===== src/rtl/ifr_pkg.sv =====
package ifr_pkg;
  typedef enum logic [1:0] {
    SYM_DATA = 2'd0,
    SYM_CRC  = 2'd1,
    SYM_EOD  = 2'd2,
    SYM_ONES = 2'd3
  } sym_kind_t;

  typedef enum logic [1:0] {
    S_IDLE    = 2'd0,
    S_OFFER   = 2'd1,
    S_BUSY    = 2'd2,
    S_WAITWIN = 2'd3
  } seq_st_t;
endpackage


===== src/rtl/ifr_crc8.sv =====
module ifr_crc8 #(
  parameter int W = 8,
  parameter logic [W-1:0] POLY = 'h1D,
  parameter logic [W-1:0] INIT = '1
) (
  input  logic         clk,
  input  logic         rst_n,
  input  logic         restart,
  input  logic         upd,
  input  logic [W-1:0] din,
  output logic [W-1:0] crc_out
);
  logic [W-1:0] acc_q, base, nxt;

  always_comb begin
    base = restart ? INIT : acc_q;
    nxt  = base ^ din;
    for (int i = 0; i < W; i++) begin
      nxt = nxt[W-1] ? ((nxt << 1) ^ POLY) : (nxt << 1);
    end
  end

  always_ff @(posedge clk) begin
    if (!rst_n)              acc_q <= INIT;
    else if (restart || upd) acc_q <= nxt;
  end

  assign crc_out = ~acc_q;
endmodule


===== src/rtl/ifr_data_reg.sv =====
module ifr_data_reg #(
  parameter int W = 8
) (
  input  logic         clk,
  input  logic         rst_n,
  input  logic         wr,
  input  logic [W-1:0] wdata,
  input  logic         take,
  input  logic         irq_en,
  output logic [W-1:0] byte_out,
  output logic         avail,
  output logic         tdre,
  output logic         irq
);
  logic [W-1:0] hold_q;
  logic         full_q;

  always_ff @(posedge clk) begin
    if (!rst_n) begin
      hold_q <= '0;
      full_q <= 1'b0;
      tdre   <= 1'b0;
    end else if (take) begin
      full_q <= 1'b0;
      tdre   <= 1'b1;
    end else if (wr) begin
      hold_q <= wdata;
      full_q <= 1'b1;
      tdre   <= 1'b0;
    end
  end

  assign avail    = full_q | wr;
  assign byte_out = wr ? wdata : hold_q;
  assign irq      = tdre & irq_en;

  AST_TDRE_ON_LOAD: assert property (@(posedge clk) disable iff (!rst_n)
    take |=> tdre);
  AST_TAKE_HAS_BYTE: assert property (@(posedge clk) disable iff (!rst_n)
    take |-> (full_q || wr));
endmodule


===== src/rtl/ifr_seq.sv =====
module ifr_seq
  import ifr_pkg::*;
#(
  parameter int W = 8
) (
  input  logic         clk,
  input  logic         rst_n,
  input  logic         cpu_req_stb,
  input  logic         cpu_req_multi,
  input  logic         cpu_eod_set,
  input  logic         ev_eod_rx,
  input  logic         ev_norm_bit,
  input  logic         ev_rx_byte,
  input  logic         ev_arb_lost,
  input  logic         ev_arb_last_bit,
  input  logic         ev_rx_err,
  input  logic         ev_other_ifr_ok,
  input  logic         sym_ready,
  input  logic         sym_done,
  input  logic [W-1:0] dr_byte,
  input  logic         dr_avail,
  input  logic [W-1:0] crc_val,
  output logic         take,
  output logic         crc_restart,
  output logic         sym_valid,
  output sym_kind_t    sym_kind,
  output logic [W-1:0] sym_data,
  output logic         sym_norm,
  output logic         ifr_pending,
  output logic         arb_lost,
  output logic         inv_sym_err
);
  seq_st_t      st;
  sym_kind_t    kind_q;
  logic [W-1:0] shf_q;
  logic         norm_q, req_q, multi_q, eod_q, arb_q, inv_q;
  logic         start, arb_hit, data_done, refill;

  always_comb begin
    start     = (st == S_IDLE) && req_q && dr_avail && (ev_eod_rx || ev_norm_bit)
                && !ev_rx_err && !ev_other_ifr_ok;
    arb_hit   = (st == S_BUSY) && ev_arb_lost && !ev_rx_err
                && (kind_q == SYM_DATA || kind_q == SYM_CRC);
    data_done = (st == S_BUSY) && sym_done && !ev_rx_err && !arb_hit && (kind_q == SYM_DATA);
    refill    = data_done && multi_q && dr_avail;
    take        = start || refill;
    crc_restart = start;
  end

  always_ff @(posedge clk) begin
    if (!rst_n) begin
      st <= S_IDLE; kind_q <= SYM_DATA; shf_q <= '0; norm_q <= 1'b0;
      req_q <= 1'b0; multi_q <= 1'b0; eod_q <= 1'b0; arb_q <= 1'b0; inv_q <= 1'b0;
    end else begin
      if (cpu_req_stb && st == S_IDLE) begin
        req_q <= 1'b1; multi_q <= cpu_req_multi; eod_q <= 1'b0;
        arb_q <= 1'b0; inv_q <= 1'b0;
      end
      if (cpu_eod_set) eod_q <= 1'b1;
      unique case (st)
        S_IDLE: begin
          if (ev_other_ifr_ok || ev_rx_err) req_q <= 1'b0;
          else if (start) begin
            shf_q <= dr_byte; kind_q <= SYM_DATA; norm_q <= 1'b1; st <= S_OFFER;
          end
        end
        S_OFFER: begin
          if (ev_rx_err) begin req_q <= 1'b0; st <= S_IDLE; end
          else if (sym_ready) st <= S_BUSY;
        end
        S_BUSY: begin
          if (ev_rx_err) begin req_q <= 1'b0; st <= S_IDLE; end
          else if (arb_hit) begin
            arb_q <= 1'b1;
            if (multi_q) begin
              req_q <= 1'b0;
              if (ev_arb_last_bit) begin
                kind_q <= SYM_ONES; norm_q <= 1'b0; st <= S_OFFER;
              end else st <= S_IDLE;
            end else if (eod_q) begin
              req_q <= 1'b0; st <= S_IDLE;
            end else st <= S_WAITWIN;
          end else if (sym_done) begin
            norm_q <= 1'b0;
            unique case (kind_q)
              SYM_DATA: begin
                st <= S_OFFER;
                if (!multi_q)      kind_q <= SYM_EOD;
                else if (dr_avail) shf_q  <= dr_byte;
                else if (eod_q) begin
                  kind_q <= SYM_CRC; shf_q <= crc_val;
                end else begin
                  kind_q <= SYM_ONES; inv_q <= 1'b1; req_q <= 1'b0;
                end
              end
              SYM_CRC: begin kind_q <= SYM_EOD; st <= S_OFFER; end
              SYM_EOD: begin req_q <= 1'b0; st <= S_IDLE; end
              SYM_ONES: st <= S_IDLE;
            endcase
          end
        end
        S_WAITWIN: begin
          if (ev_rx_err || cpu_eod_set) begin req_q <= 1'b0; st <= S_IDLE; end
          else if (ev_rx_byte) begin norm_q <= 1'b0; st <= S_OFFER; end
        end
      endcase
    end
  end

  assign sym_valid   = (st == S_OFFER);
  assign sym_kind    = kind_q;
  assign sym_data    = shf_q;
  assign sym_norm    = norm_q;
  assign ifr_pending = req_q;
  assign arb_lost    = arb_q;
  assign inv_sym_err = inv_q;

  AST_OFFER_HOLDS: assert property (@(posedge clk) disable iff (!rst_n)
    (sym_valid && !sym_ready && !ev_rx_err) |=> (sym_valid && $stable(sym_data) && $stable(sym_kind)));
  AST_RETRY_NO_NORM: assert property (@(posedge clk) disable iff (!rst_n)
    (st == S_WAITWIN && ev_rx_byte && !ev_rx_err && !cpu_eod_set)
      |=> (sym_valid && !sym_norm && sym_kind == SYM_DATA));
  AST_MULTI_NO_RETRY: assert property (@(posedge clk) disable iff (!rst_n)
    (arb_hit && multi_q) |=> (!ifr_pending && arb_lost && st != S_WAITWIN));
  AST_ONES_CLEARS_REQ: assert property (@(posedge clk) disable iff (!rst_n)
    (sym_valid && sym_kind == SYM_ONES) |-> !ifr_pending);
  AST_ERR_ABORTS: assert property (@(posedge clk) disable iff (!rst_n)
    (ev_rx_err && st != S_IDLE) |=> (st == S_IDLE && !ifr_pending));
endmodule


===== src/rtl/ifr_tx_seq.sv =====
module ifr_tx_seq
  import ifr_pkg::*;
#(
  parameter int W = 8,
  parameter logic [W-1:0] CRC_POLY = 'h1D,
  parameter logic [W-1:0] CRC_INIT = '1
) (
  input  logic         clk,
  input  logic         rst_n,
  input  logic         cpu_wr,
  input  logic [W-1:0] cpu_wdata,
  input  logic         cpu_req_stb,
  input  logic         cpu_req_multi,
  input  logic         cpu_eod_set,
  input  logic         cpu_irq_en,
  input  logic         ev_eod_rx,
  input  logic         ev_norm_bit,
  input  logic         ev_rx_byte,
  input  logic         ev_arb_lost,
  input  logic         ev_arb_last_bit,
  input  logic         ev_rx_err,
  input  logic         ev_other_ifr_ok,
  output logic         sym_valid,
  input  logic         sym_ready,
  output logic [1:0]   sym_kind,
  output logic [W-1:0] sym_data,
  output logic         sym_norm,
  input  logic         sym_done,
  output logic         tdre,
  output logic         irq,
  output logic         ifr_pending,
  output logic         arb_lost,
  output logic         inv_sym_err
);
  logic [W-1:0] dr_byte, crc_val;
  logic         dr_avail, take, crc_restart;
  sym_kind_t    kind_w;

  ifr_data_reg #(.W(W)) u_dr (
    .clk(clk), .rst_n(rst_n), .wr(cpu_wr), .wdata(cpu_wdata), .take(take),
    .irq_en(cpu_irq_en), .byte_out(dr_byte), .avail(dr_avail), .tdre(tdre), .irq(irq)
  );

  ifr_crc8 #(.W(W), .POLY(CRC_POLY), .INIT(CRC_INIT)) u_crc (
    .clk(clk), .rst_n(rst_n), .restart(crc_restart), .upd(take),
    .din(dr_byte), .crc_out(crc_val)
  );

  ifr_seq #(.W(W)) u_seq (
    .clk(clk), .rst_n(rst_n), .cpu_req_stb(cpu_req_stb), .cpu_req_multi(cpu_req_multi),
    .cpu_eod_set(cpu_eod_set), .ev_eod_rx(ev_eod_rx), .ev_norm_bit(ev_norm_bit),
    .ev_rx_byte(ev_rx_byte), .ev_arb_lost(ev_arb_lost), .ev_arb_last_bit(ev_arb_last_bit),
    .ev_rx_err(ev_rx_err), .ev_other_ifr_ok(ev_other_ifr_ok), .sym_ready(sym_ready),
    .sym_done(sym_done), .dr_byte(dr_byte), .dr_avail(dr_avail), .crc_val(crc_val),
    .take(take), .crc_restart(crc_restart), .sym_valid(sym_valid), .sym_kind(kind_w),
    .sym_data(sym_data), .sym_norm(sym_norm), .ifr_pending(ifr_pending),
    .arb_lost(arb_lost), .inv_sym_err(inv_sym_err)
  );

  assign sym_kind = kind_w;
endmodule


===== config.mk =====
export PLATFORM = sky130hd
export DESIGN_NAME = ifr_tx_seq
export DESIGN_NICKNAME = d
export VERILOG_FILES = /design/src/rtl/ifr_pkg.sv /design/src/rtl/ifr_crc8.sv /design/src/rtl/ifr_data_reg.sv /design/src/rtl/ifr_seq.sv /design/src/rtl/ifr_tx_seq.sv
export SDC_FILE = /design/constraint.sdc
export NUM_CORES = 1
export LEC_CHECK = 0
export ABC_AREA = 1
export BUFFER_PORTS_ARGS = -buffer_cell sky130_fd_sc_hd__buf_2
export CAP_MARGIN = 20
export CORE_MARGIN = 5
export CORE_UTILIZATION = 48
export DETAILED_ROUTE_END_ITERATION = 10
export GPL_TIMING_DRIVEN = 0
export PLACE_DENSITY = 0.69
export SLEW_MARGIN = 20
export SYNTH_ARGS = -nofsm -noshare
export SYNTH_HDL_FRONTEND = slang
export SYNTH_HIERARCHICAL = 1
export SYNTH_SLANG_ARGS = --single-unit

===== constraint.sdc =====
create_clock -name clk -period 2.8 [get_ports clk]
set_input_delay 0.56 -clock clk [delete_from_list [all_inputs] [get_ports clk]]
set_output_delay 0.56 -clock clk [all_outputs]
set_load 0.01 [all_outputs]

Word level (Yosys, flattened, before mapping) --
Cells that the tools add are included.
Storage, ports and cells: bits in registers 36, input port bits 24
Operators by class: reductions and logical operators 37, equal/unequal tests 24, muxes and demuxes 87, bitwise operators 13
Operator list (count):
- 8-bit 2-to-1 mux | 11
- 2-bit 2-to-1 mux | 21
- 5-bit 2-to-1 mux | 8
- 1-bit 2-to-1 mux | 39
- 4-bit inverter | 8
- 9-bit AND reduction | 3
- 2-bit != test (second input constant) | 8
- 8-bit case mux with 2 select lines | 1
- 1-bit logical AND | 15
- 3-bit by 2-bit != test with 1-bit output (second input constant) | 4
- 2-bit case mux with 2 select lines | 3
- 2-bit equality test (second input constant) | 4
- 4-bit by 3-bit != test with 1-bit output (second input constant) | 2
- 8-bit inverter | 1
- 2-bit case mux with 4 select lines | 1
- 8-bit XOR | 1
- 1-bit logical OR | 6
- 2-bit nonzero test | 3
- 2-bit OR reduction | 3
- 5-bit != test (second input constant) | 1
- 5-bit AND reduction | 1
- 2-bit by 1-bit equality test with 1-bit output (second input constant) | 2
- 2-bit zero test | 2
- 1-bit case mux with 4 select lines | 1
- 10 further kinds | 12

Logic depth before layout (Yosys ltp) --
Gate-level depths: netlist of run 1.
depth after elaboration 24, depth in mapped cells 22, depth with buffers taken out 21

Modules after synthesis --
The synthesis of run 1 kept the hierarchy.
By module, submodules not included:
- ifr_seq | times used 1, seq. area each 360.3 µm², cells each 195, area an instance 1158.6 µm²
- ifr_crc8 | times used 1, seq. area each 160.2 µm², cells each 162, area an instance 855.8 µm²
- ifr_data_reg | times used 1, seq. area each 200.2 µm², cells each 86, area an instance 549.3 µm²

Least setup slack after synthesis of run 1 --
Ideal clock, no wire load.
path kind in2reg, start point input cpu_wr, end point register u_crc.acc_q[3], setup slack 0.321 ns, required time 2.685 ns, stages 21, arrival 2.365 ns, cells stage by stage buf_6 > nor2_1 > inv_1 > nand2_1 > inv_1 > nand2_1 > nor3_1 > buf_6 > nor2_1 > nand2_1 > nand2_2 > inv_1 > nand2_1 > nand2_1 > nor2_1 > nor2_1 > nand2_1 > nand2_1 > nand2_1 > nand3_1 > nand2_1
On the way: word-level cells in the longest chain between the ends 16, elaborated cells on any way between the ends 25, those cells by class mux (10); bitwise (8); reduce/logical (7)
Ends and longest elaborated chain:
- start: declaration | RTL line ifr_tx_seq.sv:10 | input logic cpu_wr,
- 1-bit bitwise OR * | RTL line ifr_data_reg.sv:33 | assign avail = full_q | wr;
- named net dr_avail | RTL line ifr_tx_seq.sv:36 | logic dr_avail, take, crc_restart;
- 1-bit logical AND * (2 in a row) | RTL line ifr_seq.sv:40 | start = (st == S_IDLE) && req_q && dr_avail && (ev_eod_rx || ev_norm_bit)
- 1-bit logical AND * (2 in a row) | RTL line ifr_seq.sv:41 | && !ev_rx_err && !ev_other_ifr_ok;
- named net crc_restart | RTL line ifr_tx_seq.sv:36
- 8-bit 2-to-1 mux | RTL line ifr_crc8.sv:16 | base = restart ? INIT : acc_q;
- 8-bit XOR | RTL line ifr_crc8.sv:17 | nxt = base ^ din;
- 4-bit inverter (no source line)
- 5-bit 2-to-1 mux | RTL line ifr_crc8.sv:19 | nxt = nxt[W-1] ? ((nxt << 1) ^ POLY) : (nxt << 1);
- 4-bit inverter (no source line)
- 5-bit 2-to-1 mux | RTL line ifr_crc8.sv:19
- 4-bit inverter (no source line)
- 5-bit 2-to-1 mux (2 in a row) | RTL line ifr_crc8.sv:19
- 4-bit inverter (no source line)
- 5-bit 2-to-1 mux | RTL line ifr_crc8.sv:19
- end signal: assignment | RTL line ifr_crc8.sv:25 | else if (restart || upd) acc_q <= nxt;
- end: declaration | RTL line ifr_crc8.sv:13 | logic [W-1:0] acc_q, base, nxt;
Mark *: on every way through the listed nets, which the timed path passes. The rest lies on a longest branch. A chain may end at the register's enable or synchronous reset.

Worst setup path after layout of run 1 --
Same ends and word-level chain as after synthesis.

==> impl_metrics.toml, run 1 <==
[floorplan]
row_count = 26
start_util_pct = 49.9
dieArea_mm2 = 0.00690
core_mm2 = 0.00514
die_height_um = 83.1
io_pins = 41
die-width_um = 83.1

[pwr]
power_leakage_nw = 1.66
powerDensity_mw_per_mm2 = 718
irDropWorstVdd_mv = 0.286
finalPower_mw = 2.13

[synth]
ys_ff_latch = 36
synthFlopType = "dfxtp_1"
synth_top_cell_by_area = "dfxtp_1"
netlist_top_cells_count = "nand2_1 (148), inv_1 (64), nor2_1 (62)"
syn-num-nets = 467
syn_inst = 443
synthDistinctLibCells = 26
synth_edf_count = 0
synth_warnings = 6
netlist.area_leader.share_pct = 28.1
yosysSeqAreaShare_pct = 28.1
synthArstFlopShare_pct = 0
avgSynthCellArea_um2 = 5.79
ys_top_cells_by_area = "dfxtp_1 (28%), nand2_1 (22%), inv_1 (9.4%)"
post-synth-top-count-cell = "nand2_1"
synth.cell_area_mm2 = 0.00256

[clock_network]
hold_buffers = 0
cts_setup_buffers = 0
clk_pin_slew_ns = 0.07
numCtsBuffers = 5
htreeDepth = 2
clkLatencyLatePin_ns = 0.29
root_buffer = "clkbuf_8"
cts_tree = "done"
cts.path.max_buffers = 2
cts_sinks = 36

[setup_path]
arrival_ns = 2.59
cp.required_ns = 2.98
cp-start-kind = "input port"
cp_slowest_cell = "nor3_4"
cp.depth = 22
critical_path_class = "in2reg"
reg2reg_depth = 9
worst-path-buf-inv = 6
cp_top_family = "simple AND/OR/NAND/NOR gates"
cp_cell_sequence = "buf_6 -> nor2_1 -> inv_1 -> nand2_1 -> inv_1 -> nand2_1 -> nor3_4 -> inv_1 -> nand2_1 -> nand2_1 -> nand2_1 -> inv_1 -> nand2_1 -> nand2_1 -> inv_1 -> nand2_1 -> nand2_1 -> nand2_1 -> nand2_1 -> nand2_1 -> nand3_1 -> nand2_1"
crit_top_cell = "nand2_1"
cp_max_fo = 10
setup.worst_path.end_class = "register"
slowest_delay_ns = 0.21
worst-r2r-setup-slack_ns = 0.48

[hold_path]
hold_class = "reg2reg"
min_delay_path_depth = 2

[timing]
max_slew_margin_pct = 69.7
setup_viol = 0
max_freq_mhz = 414
skew_ns = 0.00593
hold_ws_ns = 0.464
worst_slack_ns = 0.385
worst_pin_slew_ns = 0.455
min_period_over_period_pct = 86.3
hold_viol_final = 0
finalCriticalPeriod_ns = 2.42
rsz0062_at_grt = "false"
timing.final.max_slew_violations = 0

[job]
drv_cap = 0

[global_routing]
track_usage_pct = 18.1
overflow = 0
grt_pass1_vias = 2394
grt_first_pass_wirelength_mm = 10.5
grt_max_degree = 12
antenna_found_initial = 0

[detailed_routing]
vias = 2675
final_antenna_net_count = 0
firstDrtPassIters = 4
routedWlPerCell_um = 11.0
drc = 0
drt-total-wl_mm = 6.14
via_per_inst = 4.79
drt_iter0_markers = 168

[cells_and_area]
drive_gt1_share_pct = 18.0
diodes = 0
syn_to_final_growth_pct = 15.5
final_nets = 512
final_cells = 559
fin_util_pct = 57.6

[status]
status = "completed"

[placement]
dpl_worst_slack_ns = -0.141
dp_cells = 551
dp_hpwl_mm = 4.91
io_buffers = 38
routabilityCongestion = 0.943
[worst reg2reg max path: stages (launching register included)]
cell,delay [ns]
dfxtp_1,0.49
inv_2,0.09
nor2_1,0.13
nand3_2,0.21
nand2_1,0.16
inv_1,0.07
a31o_2,0.21
nor2_1,0.29
clkbuf_1,0.39
o21ai_0,0.17
[final cells by class]
class	instances	area, um2
flip-flops and latches	36	721
fillers	586	2180
repair buffers	38	190
inverters	70	273
clock inverters	2	35.0
well taps	70	87.6
plain buffers	7	56.3
clock buffers	6	72.6
multi-input cells	330	1530
[what timing repair did]
action	CTS	global route
resized for setup	0	2
endpoints found under the hold margin	0	0
endpoints found under the setup margin	0	4
[metal layers]
| metal | track usage, % | part of all wire [%] | vias to the layer above |
|---|---|---|---|
| met5 | 0 | 0 | - |
| met4 | 4.46 | 1.4 | 0 |
| li1 | - | - | 1445 |
| met1 | 23.8 | 48 | 1156 |
| met3 | 3.56 | 4.8 | 10 |
| met2 | 30.2 | 45 | 64 |
[where the power goes]
part	internal (mW)	total, mW	switching, mW
combinational	0.353	0.977	0.624
clock	0.264	0.451	0.186
sequential	0.618	0.699	0.0817
[cell families (layout without fill, tap and decap cells)]
logic type / after synthesis / after routing / share of synthesized area [%]
and+or+nand+nor: 281 / 281 / 47.7
buffers and inverters: 77 / 123 / 12.8
AOI/OAI and AO/OA: 41 / 41 / 8.59
DFF: 36 / 36 / 28.1
xor gates and xnor gates: 8 / 8 / 2.73
[registers in the layout, summed over array words and instances, names as in the netlist, 2 cells and up]
register        count
u_seq/st            2
u_dr/hold_q         8
u_seq/sym_data      8
u_crc/acc_q         8
u_seq/sym_kind      2
[final timing paths]
path	startpoint	end
worst max-delay path	cpu_wr	u_crc/acc_q[3]
worst min-delay path	u_seq/inv_sym_err	u_seq/inv_sym_err
worst max register to register	u_seq/st[1]	u_crc/acc_q[0]
worst min register to register	u_seq/inv_sym_err	u_seq/inv_sym_err
[placed cells by master, fill, tap and decap left out, types with 3 or more instances in the layout]
master    Yosys  layout
a21oi_1      23      23
buf_2         0      38
buf_6         3       3
clkbuf_1      2       3
clkbuf_8      0       5
dfxtp_1      36      36
inv_1        64      64
inv_2         4       4
nand2_1     148     148
nand2_2      15      15
nand3_1      34      34
nand3_2       4       4
nand4_1       4       4
nor2_1       62      62
nor2_2        4       4
nor2_4        5       5
nor3_1        5       4
o21ai_0      11      11
o21ai_1       3       3
xnor2_1       4       4
xor2_1        4       4
[stage by stage]
stage | TNS (ns) | cell area (um2)
5_1_grt | 0 | 2960
2_1_floorplan | 0 | 2560
6_report | 0 | 2960
3_5_place_dp | -0.445 | 2840
3_3_place_gp | -0.262 | 2840
4_1_cts | 0 | 2950
(Power assumes the default switching activity.)
==> run 2, diff against run 1 <==
--- a/config.mk
+++ b/config.mk
@@ -12,9 +12,8 @@
 export CORE_UTILIZATION = 48
 export DETAILED_ROUTE_END_ITERATION = 10
 export GPL_TIMING_DRIVEN = 0
-export PLACE_DENSITY = 0.69
+export PLACE_DENSITY = 0.7
 export SLEW_MARGIN = 20
 export SYNTH_ARGS = -nofsm -noshare
 export SYNTH_HDL_FRONTEND = slang
-export SYNTH_HIERARCHICAL = 1
 export SYNTH_SLANG_ARGS = --single-unit
==> impl_metrics.toml, run 2 <==
[status]
status = "completed"

[synth]
synthArstFlopShare_pct = 0
synth_edf_count = 0
synthDistinctLibCells = 41
synth.cell_area_mm2 = 0.00228
syn_inst = 337
synth_top_cell_by_area = "dfxtp_1"
synthFlopType = "dfxtp_1"
syn-num-nets = 361
avgSynthCellArea_um2 = 6.78
yosysSeqAreaShare_pct = 31.6
ys_top_cells_by_area = "dfxtp_1 (32%), nand2_1 (15%), o21ai_0 (7.7%)"
netlist.area_leader.share_pct = 31.6
synth_warnings = 0
ys_ff_latch = 36
post-synth-top-count-cell = "nand2_1"
netlist_top_cells_count = "nand2_1 (89), inv_1 (42), dfxtp_1 (36)"

[detailed_routing]
via_per_inst = 5.23
routedWlPerCell_um = 12.9
final_antenna_net_count = 0
drt-total-wl_mm = 5.68
drt_iter0_markers = 180
drc = 0
firstDrtPassIters = 5
vias = 2297

[job]
drv_cap = 0

[cells_and_area]
layout_commonest_cell = "nand2_1"
final_cells = 439
final_nets = 408
syn_to_final_growth_pct = 17.3
final_cell_mix = "nand2_1 (89), inv_1 (42), buf_2 (41)"
diodes = 0
fin_util_pct = 57.4
drive_gt1_share_pct = 24.2

[timing]
finalCriticalPeriod_ns = 2.04
max_freq_mhz = 489
finalSetupTns_ns = 0
rsz0062_at_grt = "false"
timing.final.max_slew_violations = 0
max_slew_margin_pct = 48.5
worst_slack_ns = 0.755
hold_viol_final = 0
skew_ns = 0.00764
worst_pin_slew_ns = 0.765
min_period_over_period_pct = 73.0
setup_viol = 0

[floorplan]
die_height_um = 79.0
core_mm2 = 0.00466
dieArea_mm2 = 0.00624
start_util_pct = 49.0
io_pins = 41
die-width_um = 79.0
row_count = 25

[placement]
routabilityCongestion = 0.892
io_buffers = 40
dpl_worst_slack_ns = 0.452
dp_hpwl_mm = 4.51
dp_cells = 431

[clock_network]
hold_buffers = 0
root_buffer = "clkbuf_8"
numCtsBuffers = 5
cts_tree = "done"
cts.path.max_buffers = 2
clk_pin_slew_ns = 0.07
cts_setup_buffers = 0
cts_sinks = 36
htreeDepth = 2
clkLatencyLatePin_ns = 0.28
cts_resized = 0

[global_routing]
track_usage_pct = 19.3
grt_pass1_vias = 2115
grt_first_pass_wirelength_mm = 9.63
overflow = 0
grt_max_degree = 12
antenna_found_initial = 0

[setup_path]
setup.worst_path.end_class = "register"
cp.required_ns = 3.01
arrival_ns = 2.25
cp_max_fo = 10
critical_path_class = "reg2reg"
cp-start-kind = "register"

[pwr]
irDropWorstVdd_mv = 0.330
finalPower_mw = 1.90
powerDensity_mw_per_mm2 = 708
power_leakage_nw = 1.35

[hold_path]
hold_class = "reg2reg"
==> run 2: cell count changes in the layout (fill, tap and decap cells not counted), sizes merged, moves of 3 or more <==
cell,before,now
nor2,71,26
nand2,163,102
xor2,4,8
a21oi,24,19
a211oi,0,4
mux2i,0,3
inv,70,50
o21ai,14,38
nand3,38,19
nand4,4,1
a22oi,0,3
==> run 2: cells by family (layout without fill, tap and decap cells) <==
kind of cell | count (synthesis) | after routing | synth area share (%)
and+or+nand+nor | 156 | 156 | 31.5
AOI/OAI and AO/OA | 73 | 73 | 17.9
buffers and inverters | 58 | 106 | 10.7
DFF | 36 | 36 | 31.6
xor gates and xnor gates | 11 | 11 | 5.70
muxes | 3 | 3 | 2.58
==> run 2: worst max-delay path, stage by stage, from the launching register on <==
cell	delay (ns)
dfxtp_1	0.41
inv_2	0.09
nand2_1	0.17
nor3_2	0.07
nand2_2	0.15
inv_2	0.07
nor2_1	0.16
nand3_1	0.13
nand2_2	0.17
inv_1	0.09
nor2_4	0.14
buf_4	0.20
nand2_1	0.06
o21ai_0	0.07
==> run 2: area by class of cell <==
cell class / instances / area [um2]
Fill cell: 457 / 1980
Multi-Input combinational cell: 243 / 1320
Sequential cell: 36 / 721
Timing Repair Buffer: 40 / 200
Inverter: 50 / 188
Clock buffer: 7 / 96.3
Tap cell: 54 / 67.6
Buffer: 8 / 57.6
Clock inverter: 1 / 30.0
==> run 2: worst paths after layout <==
kind | cells after the start | slack [ns] | startpoint | to
setup / recovery | 13 | 0.76 | u_seq.st[0] | u_dr.hold_q[5]
hold / removal | 2 | 0.46 | u_dr.hold_q[1] | u_dr.hold_q[1]
hold reg to reg | 2 | 0.46 | u_dr.hold_q[1] | u_dr.hold_q[1]
setup reg to reg | 13 | 0.76 | u_seq.st[0] | u_dr.hold_q[5]
==> run 2: per-layer routing <==
metal | wire length, um | vias up | GRT usage (%) | part of all wire (%)
met2 | 2590 | 85 | 32.3 | 46
met3 | 430 | 15 | 4.08 | 7.6
met1 | 2540 | 1017 | 25.1 | 45
met5 | 0 | - | 0 | 0
met4 | 119 | 0 | 5.33 | 2.1
li1 | - | 1180 | - | -
==> run 2: report_power, final <==
part           switching (mW)  internal (mW)  total (mW)
logic                   0.472          0.268       0.740
registers              0.0592          0.597       0.657
clock network           0.186          0.314       0.501
==> run 2: per-stage QoR <==
step	instance area (um2)	hold WS [ns]
final	2680	0.458
after global routing	2680	0.487
after CTS	2680	0.464
after detailed placement	2550	0.446
after global placement	2550	0.438
after floorplan	2280	0.423
==> run 3, diff against run 2 <==
--- a/config.mk
+++ b/config.mk
@@ -5,14 +5,14 @@
 export SDC_FILE = /design/constraint.sdc
 export NUM_CORES = 1
 export LEC_CHECK = 0
-export ABC_AREA = 1
+export ABC_AREA = 0
 export BUFFER_PORTS_ARGS = -buffer_cell sky130_fd_sc_hd__buf_2
 export CAP_MARGIN = 20
 export CORE_MARGIN = 5
 export CORE_UTILIZATION = 48
 export DETAILED_ROUTE_END_ITERATION = 10
 export GPL_TIMING_DRIVEN = 0
-export PLACE_DENSITY = 0.7
+export PLACE_DENSITY = 0.73
 export SLEW_MARGIN = 20
 export SYNTH_ARGS = -nofsm -noshare
 export SYNTH_HDL_FRONTEND = slang
==> constraint.sdc (replaced) <==
create_clock -name clk -period 1.71 [get_ports clk]
set_input_delay 0.342 -clock clk [delete_from_list [all_inputs] [get_ports clk]]
set_output_delay 0.342 -clock clk [all_outputs]
set_load 0.01 [all_outputs]
==> impl_metrics.toml, run 3 <==
[status]
status = "complete, but fails checks"
violations = "setup timing"

[timing]
timing.final.max_slew_violations = 0
rsz0062_at_grt = "true"
skew_ns = 0.00624
worst_slack_ns = -0.165
worst_pin_slew_ns = 0.482
setup_viol = 13
hold_viol_final = 0
max_freq_mhz = 533
finalCriticalPeriod_ns = 1.87
finalSetupTns_ns = -0.586
max_slew_margin_pct = 67.0
min_period_over_period_pct = 110

[clock_network]
cts_tree = "done"
cts_sinks = 36
root_buffer = "clkbuf_8"
clkLatencyLatePin_ns = 0.29
clk_pin_slew_ns = 0.08
htreeDepth = 2
cts.path.max_buffers = 2
numCtsBuffers = 5

[synth]
yosysSeqAreaShare_pct = 32.2
netlist.area_leader.share_pct = 32.2
syn_inst = 257
ys_top_cells_by_area = "dfxtp_1 (32%), mux2i_1 (13%), xnor2_1 (9.0%)"
yosys.area_share.simple_pct = 16.4
synth_warnings = 0
synthArstFlopShare_pct = 0
netlist_top_cells_count = "dfxtp_1 (36), mux2i_1 (29), xnor2_1 (23)"
syn-num-nets = 281
synth_top_family_by_area = "XOR/XNOR gates"
post-synth-top-count-cell = "dfxtp_1"
synth_edf_count = 0
synth_top_cell_by_area = "dfxtp_1"
synth_compound_area_share_pct = 16.5
muxShareOfSynthArea_pct = 13.0
avgSynthCellArea_um2 = 8.70
synthDistinctLibCells = 44
synthAdderAreaFrac_pct = 0
synthXorXnorAreaFrac_pct = 17.8
ys_ff_latch = 36
synthFlopType = "dfxtp_1"
synth.cell_area_mm2 = 0.00224

[setup_path]
cp.required_ns = 1.95
slowest_delay_ns = 0.38
crit_top_cell = "a211o_1"
cp_max_fo = 5
cp_cell_sequence = "and2b_1 -> and3_2 -> a221o_1 -> a211o_1 -> a211o_1 -> a21boi_2"
arrival_ns = 2.11
reg2reg_depth = 6
cp_top_family = "compound AO/OA/AOI/OAI gates"
cp_slowest_cell = "dfxtp_4"
setup.worst_path.end_class = "register"
rr_endpoint = "u_seq.sym_kind[0]"
worst-r2r-setup-slack_ns = -0.16
critical_path_class = "reg2reg"
worst-path-buf-inv = 0
timing.rr.start = "u_seq.st[0]"
cp-start-kind = "register"

[detailed_routing]
firstDrtPassIters = 4
vias = 2049
final_antenna_net_count = 0
drt_iter0_markers = 133
via_per_inst = 5.64
drt-total-wl_mm = 6.04
routedWlPerCell_um = 16.6
drc = 0

[floorplan]
die-width_um = 78.3
start_util_pct = 50.3
die_height_um = 78.3
core_mm2 = 0.00444
row_count = 24
io_pins = 41
dieArea_mm2 = 0.00613

[cells_and_area]
layout_commonest_cell = "buf_2"
final_cells = 363
num-fill-cells = 367
final_cell_mix = "buf_2 (41), dfxtp_1 (33), mux2i_1 (25)"
fin_area_mm2 = 0.00284
drive_gt1_share_pct = 28.6
syn_to_final_growth_pct = 26.7
diodes = 0
fin_util_pct = 63.8
final_nets = 334

[placement]
dp_cells = 347
routabilityCongestion = 0.891
io_buffers = 38
postPlaceCellArea_mm2 = 0.00252
dp_hpwl_mm = 4.16

[hold_path]
hold_class = "in2reg"
hp-start = "cpu_req_multi"
min_delay_path_depth = 3
min_to = "u_seq.multi_q"

[pwr]
irDropWorstVdd_mv = 0.475
powerDensity_mw_per_mm2 = 754
finalPower_mw = 2.14
power_leakage_nw = 1.22

[global_routing]
grt_max_degree = 13
antenna_found_initial = 0
track_usage_pct = 20.0
overflow = 0
grt_first_pass_wirelength_mm = 9.80
grt_pass1_vias = 1984

[job]
drv_cap = 0
## run 3: cell count changes after synthesis, sizes merged, moves of 12 or more
cell / previous run / this run
inv: 50 / 7
o21ai: 38 / 14
mux2i: 3 / 29
nand2: 102 / 21
xnor2: 3 / 23
nor2b: 0 / 15
xor2: 8 / 20
nand3: 19 / 4
## run 3: routing by layer
layer / up-vias / routed length (um) / global-route usage (%)
li1: 992 / - / -
met1: 969 / 2710 / 25.5
met2: 72 / 2830 / 33.9
met3: 16 / 340 / 4.69
met4: 0 / 152 / 5.24
met5: - / 0 / 0
## run 3: cells by family after synthesis
group,after synthesis
AOI/OAI and AO/OA,56
xor gates and xnor gates,44
buffers and inverters,22
DFF,36
muxes,29
and+or+nand+nor,70
## run 3: worst max-delay path by stage
stage,startpoint,endpoint,slack (ns),cells after the start
6_report,u_seq.st[0],u_seq.sym_kind[0],-0.16,6
5_1_grt,u_seq.st[1],u_seq.sym_kind[0],-0.22,6
4_1_cts,u_seq.st[1],u_seq.sym_kind[0],-0.14,6
3_5_place_dp,u_seq.st[1],u_seq.sym_kind[0],-0.31,6
3_3_place_gp,u_seq.st[1],u_seq.sym_kind[0],-0.30,6
2_1_floorplan,ev_rx_err,u_seq.sym_kind[0],-0.15,7
## run 3: layout make-up
class / count / area [um2] / area share [%]
buffer: 14 / 118 / 4.15
clock buffer: 5 / 68.8 / 2.43
clock inverter: 3 / 42.5 / 1.50
inverter: 7 / 28.8 / 1.02
multi-input combinational: 199 / 1490 / 52.7
sequential: 36 / 727 / 25.6
tap: 52 / 65.1 / 2.29
timing repair buffer: 47 / 292 / 10.3
## run 3: report_power, final
part | internal, mW | switching, mW
logic | 0.240 | 0.251
registers | 0.860 | 0.0267
clock network | 0.431 | 0.329
total | 1.53 | 0.606
## run 3: worst min-delay path, cell delays in order
cell      delay [ns]
buf_2           0.09
nand3_1         0.06
a21boi_0        0.07
## run 3: metrics by stage
step / worst slack [ns] / hold WS, ns
2_1_floorplan: -0.147 / 0.464
3_3_place_gp: -0.298 / 0.451
3_5_place_dp: -0.310 / 0.460
4_1_cts: -0.137 / 0.312
5_1_grt: -0.223 / 0.324
6_report: -0.165 / 0.316
## run 3: repair_timing
item                       4_1_cts  5_1_grt
cloned                           1        1
setup endpoints to repair       29       29
pin swaps                        5        2
setup buffers                    6        1
hold buffers                     0        0
resized for setup               26        5
